**config.mk**
```make
export PLATFORM = sky130hd
export DESIGN_NAME = pmpc_rule
export DESIGN_NICKNAME = d
export VERILOG_FILES = /design/src/rtl/pmpc_pkg.sv /design/src/rtl/pmpc_rule.sv
export SDC_FILE = /design/constraint.sdc
export NUM_CORES = 1
export LEC_CHECK = 0
export ABC_AREA = 1
export CORE_AREA = 4 4 41 43
export DETAILED_ROUTE_END_ITERATION = 10
export DIE_AREA = 0 0 45 47
export GPL_ROUTABILITY_DRIVEN = 1
export SYNTH_ARGS = -nofsm -noshare
export SYNTH_HDL_FRONTEND = slang
export SYNTH_SLANG_ARGS = --single-unit
export TNS_END_PERCENT = 10
```
**constraint.sdc**
```tcl
create_clock -name vclk -period 0.8
set_clock_uncertainty 0.1 [all_clocks]
set_input_delay 0.16 -clock vclk [all_inputs]
set_output_delay 0.16 -clock vclk [all_outputs]
set_load 0.05 [all_outputs]
```
**src/rtl/pmpc_pkg.sv**
```systemverilog
package pmpc_pkg;
  // permission vector: bit0 read, bit1 write, bit2 execute
  typedef logic [2:0] perm_t;

  localparam perm_t P_NONE = 3'b000;
  localparam perm_t P_R    = 3'b001;
  localparam perm_t P_RW   = 3'b011;
  localparam perm_t P_X    = 3'b100;
  localparam perm_t P_RX   = 3'b101;
  localparam perm_t P_RWX  = 3'b111;

  typedef struct packed {
    logic  lock;
    perm_t perm;
  } rule_t;
endpackage

```
**src/rtl/pmpc_rule.sv**
```systemverilog
module pmpc_rule
  import pmpc_pkg::*;
(
  input  rule_t rule_i,
  input  logic  mach_i,
  input  logic  lockdown_i,
  output perm_t allowed_o
);
  logic [3:0] idx;
  perm_t      m_tab, u_tab;

  always_comb begin
    idx = {rule_i.lock, rule_i.perm[0], rule_i.perm[1], rule_i.perm[2]};
    unique case (idx)
      4'd2, 4'd3, 4'd14: m_tab = P_RW;
      4'd9, 4'd10:       m_tab = P_X;
      4'd11, 4'd13:      m_tab = P_RX;
      4'd12, 4'd15:      m_tab = P_R;
      default:           m_tab = P_NONE;
    endcase
    unique case (idx)
      4'd1, 4'd10, 4'd11: u_tab = P_X;
      4'd2, 4'd4, 4'd15:  u_tab = P_R;
      4'd3, 4'd6:         u_tab = P_RW;
      4'd5:               u_tab = P_RX;
      4'd7:               u_tab = P_RWX;
      default:            u_tab = P_NONE;
    endcase
    if (!lockdown_i) allowed_o = (mach_i && !rule_i.lock) ? P_RWX : rule_i.perm;
    else             allowed_o = mach_i ? m_tab : u_tab;
  end

  // under lockdown machine mode never holds write and execute together
  always_comb begin
    a_r5_no_wx_machine: assert (!(lockdown_i && mach_i) || allowed_o[2:1] != 2'b11)
      else $error("machine lockdown granted W and X");
    a_r4_plain_subset: assert (lockdown_i || mach_i || (allowed_o & ~rule_i.perm) == '0)
      else $error("user mode exceeded entry bits");
  end
endmodule

```
Yosys cells after proc, flatten, opt, wreduce, memory -nomap -nowiden
Memories as Yosys holds them, arrays and structs flattened.
Index checks and enable logic that the tools add are counted.
- mux-type cells: 3
- reductions and logical operators: 2
- operators with widths (cell ; count):
    $mux W3 ; 3
    $logic_and A1 B1 Y1 ; 1
    $logic_not A1 Y1 ; 1
- bits of input ports: 6
- bits in read-only memories: 96
- bits in registers: 0
- memories: 2
- logic and storage cells: 7
- output and inout port bits: 3
- memories (memory ; words ; width ; read ports ; clocked after memory_dff ; wr ports ; line ; text):
    (no name shown) ; 16 ; 3 ; 1 ; 0 ; 0 ; pmpc_rule.sv:14 ; unique case (idx)
    (no name shown) ; 16 ; 3 ; 1 ; 0 ; 0 ; pmpc_rule.sv:21 ; unique case (idx)

Logic depth before layout (Yosys ltp)
Gate-level depths: netlist (run 1).
- word-level depth: 4
- gate-level depth with buffers: 7
- depth with buffers taken out: 7

Worst setup path before layout (run 1)
No wires, ideal clock.
- kind: in2out
- start: input rule_i[3] (netlist bit)
- end: output allowed_o[2]
- arrival: 1136 ps
- stages: 7
- path buffers: 0
- data required time: 540 ps
- slack: -596 ps
- path through: inv_2 nand2_1 nand2_1 inv_2 nor2_2 nor2_1 nor2_1
- cells in the longest elaborated chain, start to end: 4
- elaborated cells between the ends (all ways): 7
- those cells by class: mux: 3; reduce/logical: 2; memory: 2
- ends and longest elaborated chain (element ; line ; text):
    from (decl) ; pmpc_rule.sv:4 ; input rule_t rule_i,
    branches (longest 3 deep; another with $mem_v2 Z16 W3) ; n/a ;
    $mux W3 * ; pmpc_rule.sv:29 ; if (!lockdown_i) allowed_o = (mach_i && !rule_i.lock) ? P_RWX : rule_i.perm;
    to (decl) ; pmpc_rule.sv:7 ; output perm_t allowed_o
Mark *: on every way between the ends.

Final worst setup path (run 1)
- start: input rule_i[0] (netlist bit)
- end: output allowed_o[2]
- cells in the longest elaborated chain, start to end: 3
- elaborated cells between the ends (all ways): 4
- those cells by class: mux: 2; memory: 2
- ends and longest elaborated chain (element ; line ; text):
    $mem_v2 Z16 W3, on equally long branches ; n/a ;
    $mux W3 * ; pmpc_rule.sv:30 ; else allowed_o = mach_i ? m_tab : u_tab;
    $mux W3 * ; pmpc_rule.sv:29 ;
Mark *: on every way between the ends. The rest lies on a longest branch, timed or not.

==> results of run 1 <==
[final timing paths]
check | startpoint | end | cells past startpoint
setup / recovery | rule_i[0] | allowed_o[2] | 9
hold / removal | lockdown_i | allowed_o[1] | 4
[critical path, stage by stage]
cell,delay (ps)
buf_6,100
buf_6,120
inv_12,50
nand3_2,70
nand2_2,80
nor2_2,30
nor2_2,130
nor2_4,50
buf_12,140
[routing by layer]
| metal | share of wire (%) | vias to the layer above |
|---|---|---|
| li1 | - | 176 |
| met1 | 43 | 144 |
| met2 | 52 | 6 |
| met3 | 5.0 | 0 |
| met4 | 0 | 0 |
| met5 | 0 | - |
[layout by cell type (no fill, tap or decap), drive strengths merged]
cell,n
nor2,11
inv,10
clkbuf,1
nand3,7
o21ai,1
nand2,19
buf,13
a21oi,1
[repair_timing]
item                                    in CTS  in global routing
gates cloned                                 0                  0
endpoints found under the hold margin        0                  0
setup buffers                                1                  0
pin swaps                                   12                  5
endpoints found under the setup margin       3                  3
resized for setup                           42                 13
[logic make-up (layout without fill, tap and decap cells)]
logic type | after synthesis | after routing | share of synthesized area, %
buffers and inverters | 10 | 24 | 19.0
AND/OR/NAND/NOR | 37 | 37 | 76.0
AO/OA/AOI/OAI | 2 | 2 | 5.06
[metrics by stage]
| step | area (um^2) | hold slack, ps | power, uW | util, % |
|---|---|---|---|---|
| final | 495 | 631 | 354 | 38.1 |
| after global routing | 495 | 675 | 381 | 38.1 |
| after CTS | 479 | 759 | 343 | 36.8 |
| after detailed placement | 429 | 1050 | 312 | 33.0 |
| after global placement | 429 | 1050 | 310 | 33.0 |
| after floorplan | 253 | 464 | 154 | - |
[power breakdown]
group	switching, uW	leakage (uW)	total [uW]	internal (uW)
Clock	0	0	0	0
Combinational	196	0.000255	354	158
Sequential	0	0	0	0
Total	196	0.000255	354	158
[area by class of cell]
| cell class | count | area [um^2] | area share (%) |
|---|---|---|---|
| repair buffers | 14 | 156 | 31.6 |
| well taps | 15 | 18.8 | 3.79 |
| inverters | 10 | 62.6 | 12.6 |
| multi-input cells | 39 | 258 | 52.0 |
==> results.json, run 1 <==
{
  "status": "finished with violations",
  "violations": "setup timing",
  "clockBufferCount": 0,
  "grtUsageMet3_pct": 0,
  "crit_fanout": 2,
  "die_h_um": 47,
  "worst-setup-path-type": "in -> out",
  "seq_cells": 0,
  "vias_per_cell": 4.18,
  "period_share_pct": 149,
  "finalSetupTns_ps": -1160,
  "max_slew_margin_pct": 91.2,
  "drive_above_1_share_pct": 68.3,
  "period_minus_slack_ps": 1190,
  "rsz0062_at_grt": "yes",
  "grt_overflow": 0,
  "hold_buffers": 0,
  "grt_use_met1_pct": 10.1,
  "dp_hpwl_um": 540,
  "die_w_um": 45,
  "grt_pass1_vias": 306,
  "hold_viol": 0,
  "synth_cell_types": 8,
  "grt_start_max_net_pins": 7,
  "io_pins": 9,
  "postSynthAreaPerCell_um2": 4.03,
  "fill_cells": 156,
  "port-buffer-count": 9,
  "dieArea_um2": 2120,
  "met2_usage_pct": 13.8,
  "synthTopCellsByArea": "nand2_1 36%, nor2_1 19%, nand3_1 18%",
  "tightest_slew_ps": 132,
  "synth_most_common_cell": "nand2_1",
  "cp.arrival_ps": 930,
  "dr.first_iter.drc_count": 3,
  "yosysTopAreaCell": "nand2_1",
  "yosysWarnings": 0,
  "start_kind": "input pin",
  "syn_inst": 49,
  "antenna_cells": 0,
  "p_per_area_nw_per_um2": 714,
  "wl_per_cell_um": 9.00,
  "grt_pass1_wl_mm": 1.23,
  "dp_cells": 78,
  "postRouteAntennaNets": 0,
  "regArea_um2": 0,
  "rows": 13,
  "max-vdd-ir-drop_mv": 0.252,
  "num_vias": 326,
  "worstSetupEndpointType": "output pin",
  "hold_class": "in -> out",
  "setup_viol": 3,
  "pre_cts_ws_ps": -870,
  "cap_violations": 0,
  "timing.fmax_mhz": 839,
  "syn-cell-area_um2": 198,
  "netlist.area_leader.share_pct": 36.1,
  "fin_cells": 78,
  "core_um2": 1300,
  "synth_fp_nets": 55,
  "antenna_found_initial": 0,
  "busiest_layer": "met2",
  "ys_seq_area_share_pct": 0,
  "syn2layout_area_growth_pct": 151,
  "required_ps": 540,
  "drtPass1Iterations": 3,
  "final_max_slew_viol_count": 0,
  "globalRouteTotalUtil_pct": 7.40,
  "globalplace.congestion": 0.757,
  "synth_common_cells": "19 x nand2_1, 10 x nor2_1, 7 x nand3_1",
  "start_util_pct": 15.2,
  "p_leak_uw": 0.000255,
  "nets": 71,
  "drt-total-wl_um": 702,
  "setup_slack_ps": -392,
  "drc": 0
}
(Power assumes the default switching activity.)
==> run 2, diff against run 1 <==
--- a/config.mk
+++ b/config.mk
@@ -6,10 +6,13 @@
 export NUM_CORES = 1
 export LEC_CHECK = 0
 export ABC_AREA = 1
+export CELL_PAD_IN_SITES_DETAIL_PLACEMENT = 1
+export CELL_PAD_IN_SITES_GLOBAL_PLACEMENT = 2
 export CORE_AREA = 4 4 41 43
 export DETAILED_ROUTE_END_ITERATION = 10
 export DIE_AREA = 0 0 45 47
 export GPL_ROUTABILITY_DRIVEN = 1
+export PLACE_DENSITY_LB_ADDON = 0.1
 export SYNTH_ARGS = -nofsm -noshare
 export SYNTH_HDL_FRONTEND = slang
 export SYNTH_SLANG_ARGS = --single-unit
==> results.json, run 2 (synthesis results as in run 1) <==
{
  "dieArea_um2": 2120,
  "hold_viol": 0,
  "fin_cells": 81,
  "drt-total-wl_um": 757,
  "grt_pass1_wl_mm": 1.34,
  "cp_cell_sequence": "buf_8 -> buf_6 -> inv_12 -> nand2_4 -> nand2_2 -> inv_2 -> nor2_2 -> nor2_2 -> nor2_4 -> buf_12",
  "timing.fmax_mhz": 829,
  "crit_top_cell": "nor2_2",
  "final_max_slew_viol_count": 0,
  "die_h_um": 47,
  "setup_viol": 3,
  "crit_fanout": 6,
  "p_leak_uw": 0.000264,
  "drive_above_1_share_pct": 63.6,
  "regArea_um2": 0,
  "die_w_um": 45,
  "start_kind": "input pin",
  "period_share_pct": 151,
  "p_per_area_nw_per_um2": 703,
  "worst-setup-path-type": "in -> out",
  "setup_slack_ps": -406,
  "rsz0062_at_grt": "yes",
  "period_minus_slack_ps": 1210,
  "vias_per_cell": 4.15,
  "hold-path-endpoint": "allowed_o[2]",
  "grt_start_max_net_pins": 7,
  "violations": "setup timing",
  "num_vias": 336,
  "nets": 74,
  "syn2layout_area_growth_pct": 156,
  "worstSetupEndpointType": "output pin",
  "pre_cts_ws_ps": -877,
  "dp_hpwl_um": 654,
  "status": "finished with violations",
  "cp.arrival_ps": 950,
  "wl_per_cell_um": 9.35,
  "globalplace.congestion": 0.737,
  "critPathMaxStageDelay_ps": 140,
  "antenna_cells": 0,
  "fin_total_pwr_uw": 355,
  "start_util_pct": 15.2,
  "tightest_slew_ps": 161,
  "drc": 0,
  "grt_overflow": 0,
  "dp_cells": 80,
  "seq_cells": 0,
  "rows": 13,
  "postRouteAntennaNets": 0,
  "crit_family": "buffers and inverters",
  "port-buffer-count": 9,
  "max_slew_margin_pct": 89.3,
  "fill_cells": 179,
  "fin_hold_ws_ps": 747,
  "antenna_found_initial": 0,
  "dr.first_iter.drc_count": 1,
  "hold_path_depth": 5,
  "final_cell_mix": "10 x nand2_1, 8 x nand2_2, 6 x nor2_2, 6 x buf_4",
  "required_ps": 540,
  "drtPass1Iterations": 3,
  "cp_num_buf_inv": 5,
  "clockBufferCount": 0,
  "core_um2": 1300,
  "hold_class": "in -> out",
  "globalRouteTotalUtil_pct": 8.18,
  "multi_input_area_um2": 234,
  "design_area_um2": 505,
  "cap_violations": 0,
  "hold_buffers": 0,
  "io_pins": 9,
  "final_common_cell": "nand2_1",
  "max-vdd-ir-drop_mv": 0.223,
  "crit_slowest_cell": "buf_12",
  "grt_pass1_vias": 330,
  "hold_start": "rule_i[2]",
  "place_area_um2": 444
}
run 2: changes by cell type in the layout (fill, tap and decap cells not counted), moves of 2 or more:
cell / before / now
nand2_2: 4 / 8
buf_4: 4 / 6
inv_1: 3 / 5
inv_2: 5 / 3
nand2_1: 12 / 10
nand2_4: 3 / 1
nor2_1: 1 / 3
nor2_4: 4 / 2
run 2: cell type report:
type / instances / share of cell area [%]
multi-input cells: 39 / 46.3
repair buffers: 17 / 37.6
inverters: 10 / 12.4
well taps: 15 / 3.71
run 2: worst max path at each step:
stage | start | endpoint | cells after the start
2_1_floorplan | rule_i[0] | allowed_o[2] | 7
3_3_place_gp | rule_i[1] | allowed_o[2] | 8
3_5_place_dp | rule_i[1] | allowed_o[2] | 8
4_1_cts | rule_i[3] | allowed_o[2] | 10
5_1_grt | rule_i[3] | allowed_o[2] | 10
6_report | rule_i[3] | allowed_o[2] | 10
run 2: stage by stage:
step / util [%] / TNS [ps]
floorplan: - / -494
global placement: 34.1 / -2580
detailed placement: 34.1 / -2600
CTS: 37.2 / -1240
global route: 38.8 / -1370
finish: 38.8 / -1200
run 2: power by group:
group          leakage (uW)  total, uW  internal [uW]  switching [uW]
clock network             0          0              0               0
registers                 0          0              0               0
logic              0.000264        355            166             189
total              0.000264        355            166             189
run 2: what timing repair did:
action                                  CTS  global route
cloned                                    0             0
endpoints found under the setup margin    3             3
resized for setup                        40             6
buffers inserted                          1             0
pin swaps                                10             3
run 2: metal layers:
| layer | up-vias | wire length, um | GRT usage, % |
|---|---|---|---|
| li1 | 182 | - | - |
| met2 | 5 | 395 | 15.0 |
| met5 | - | 0 | 0 |
| met1 | 149 | 333 | 11.5 |
| met3 | 0 | 28 | 0 |
| met4 | 0 | 0 | 0 |
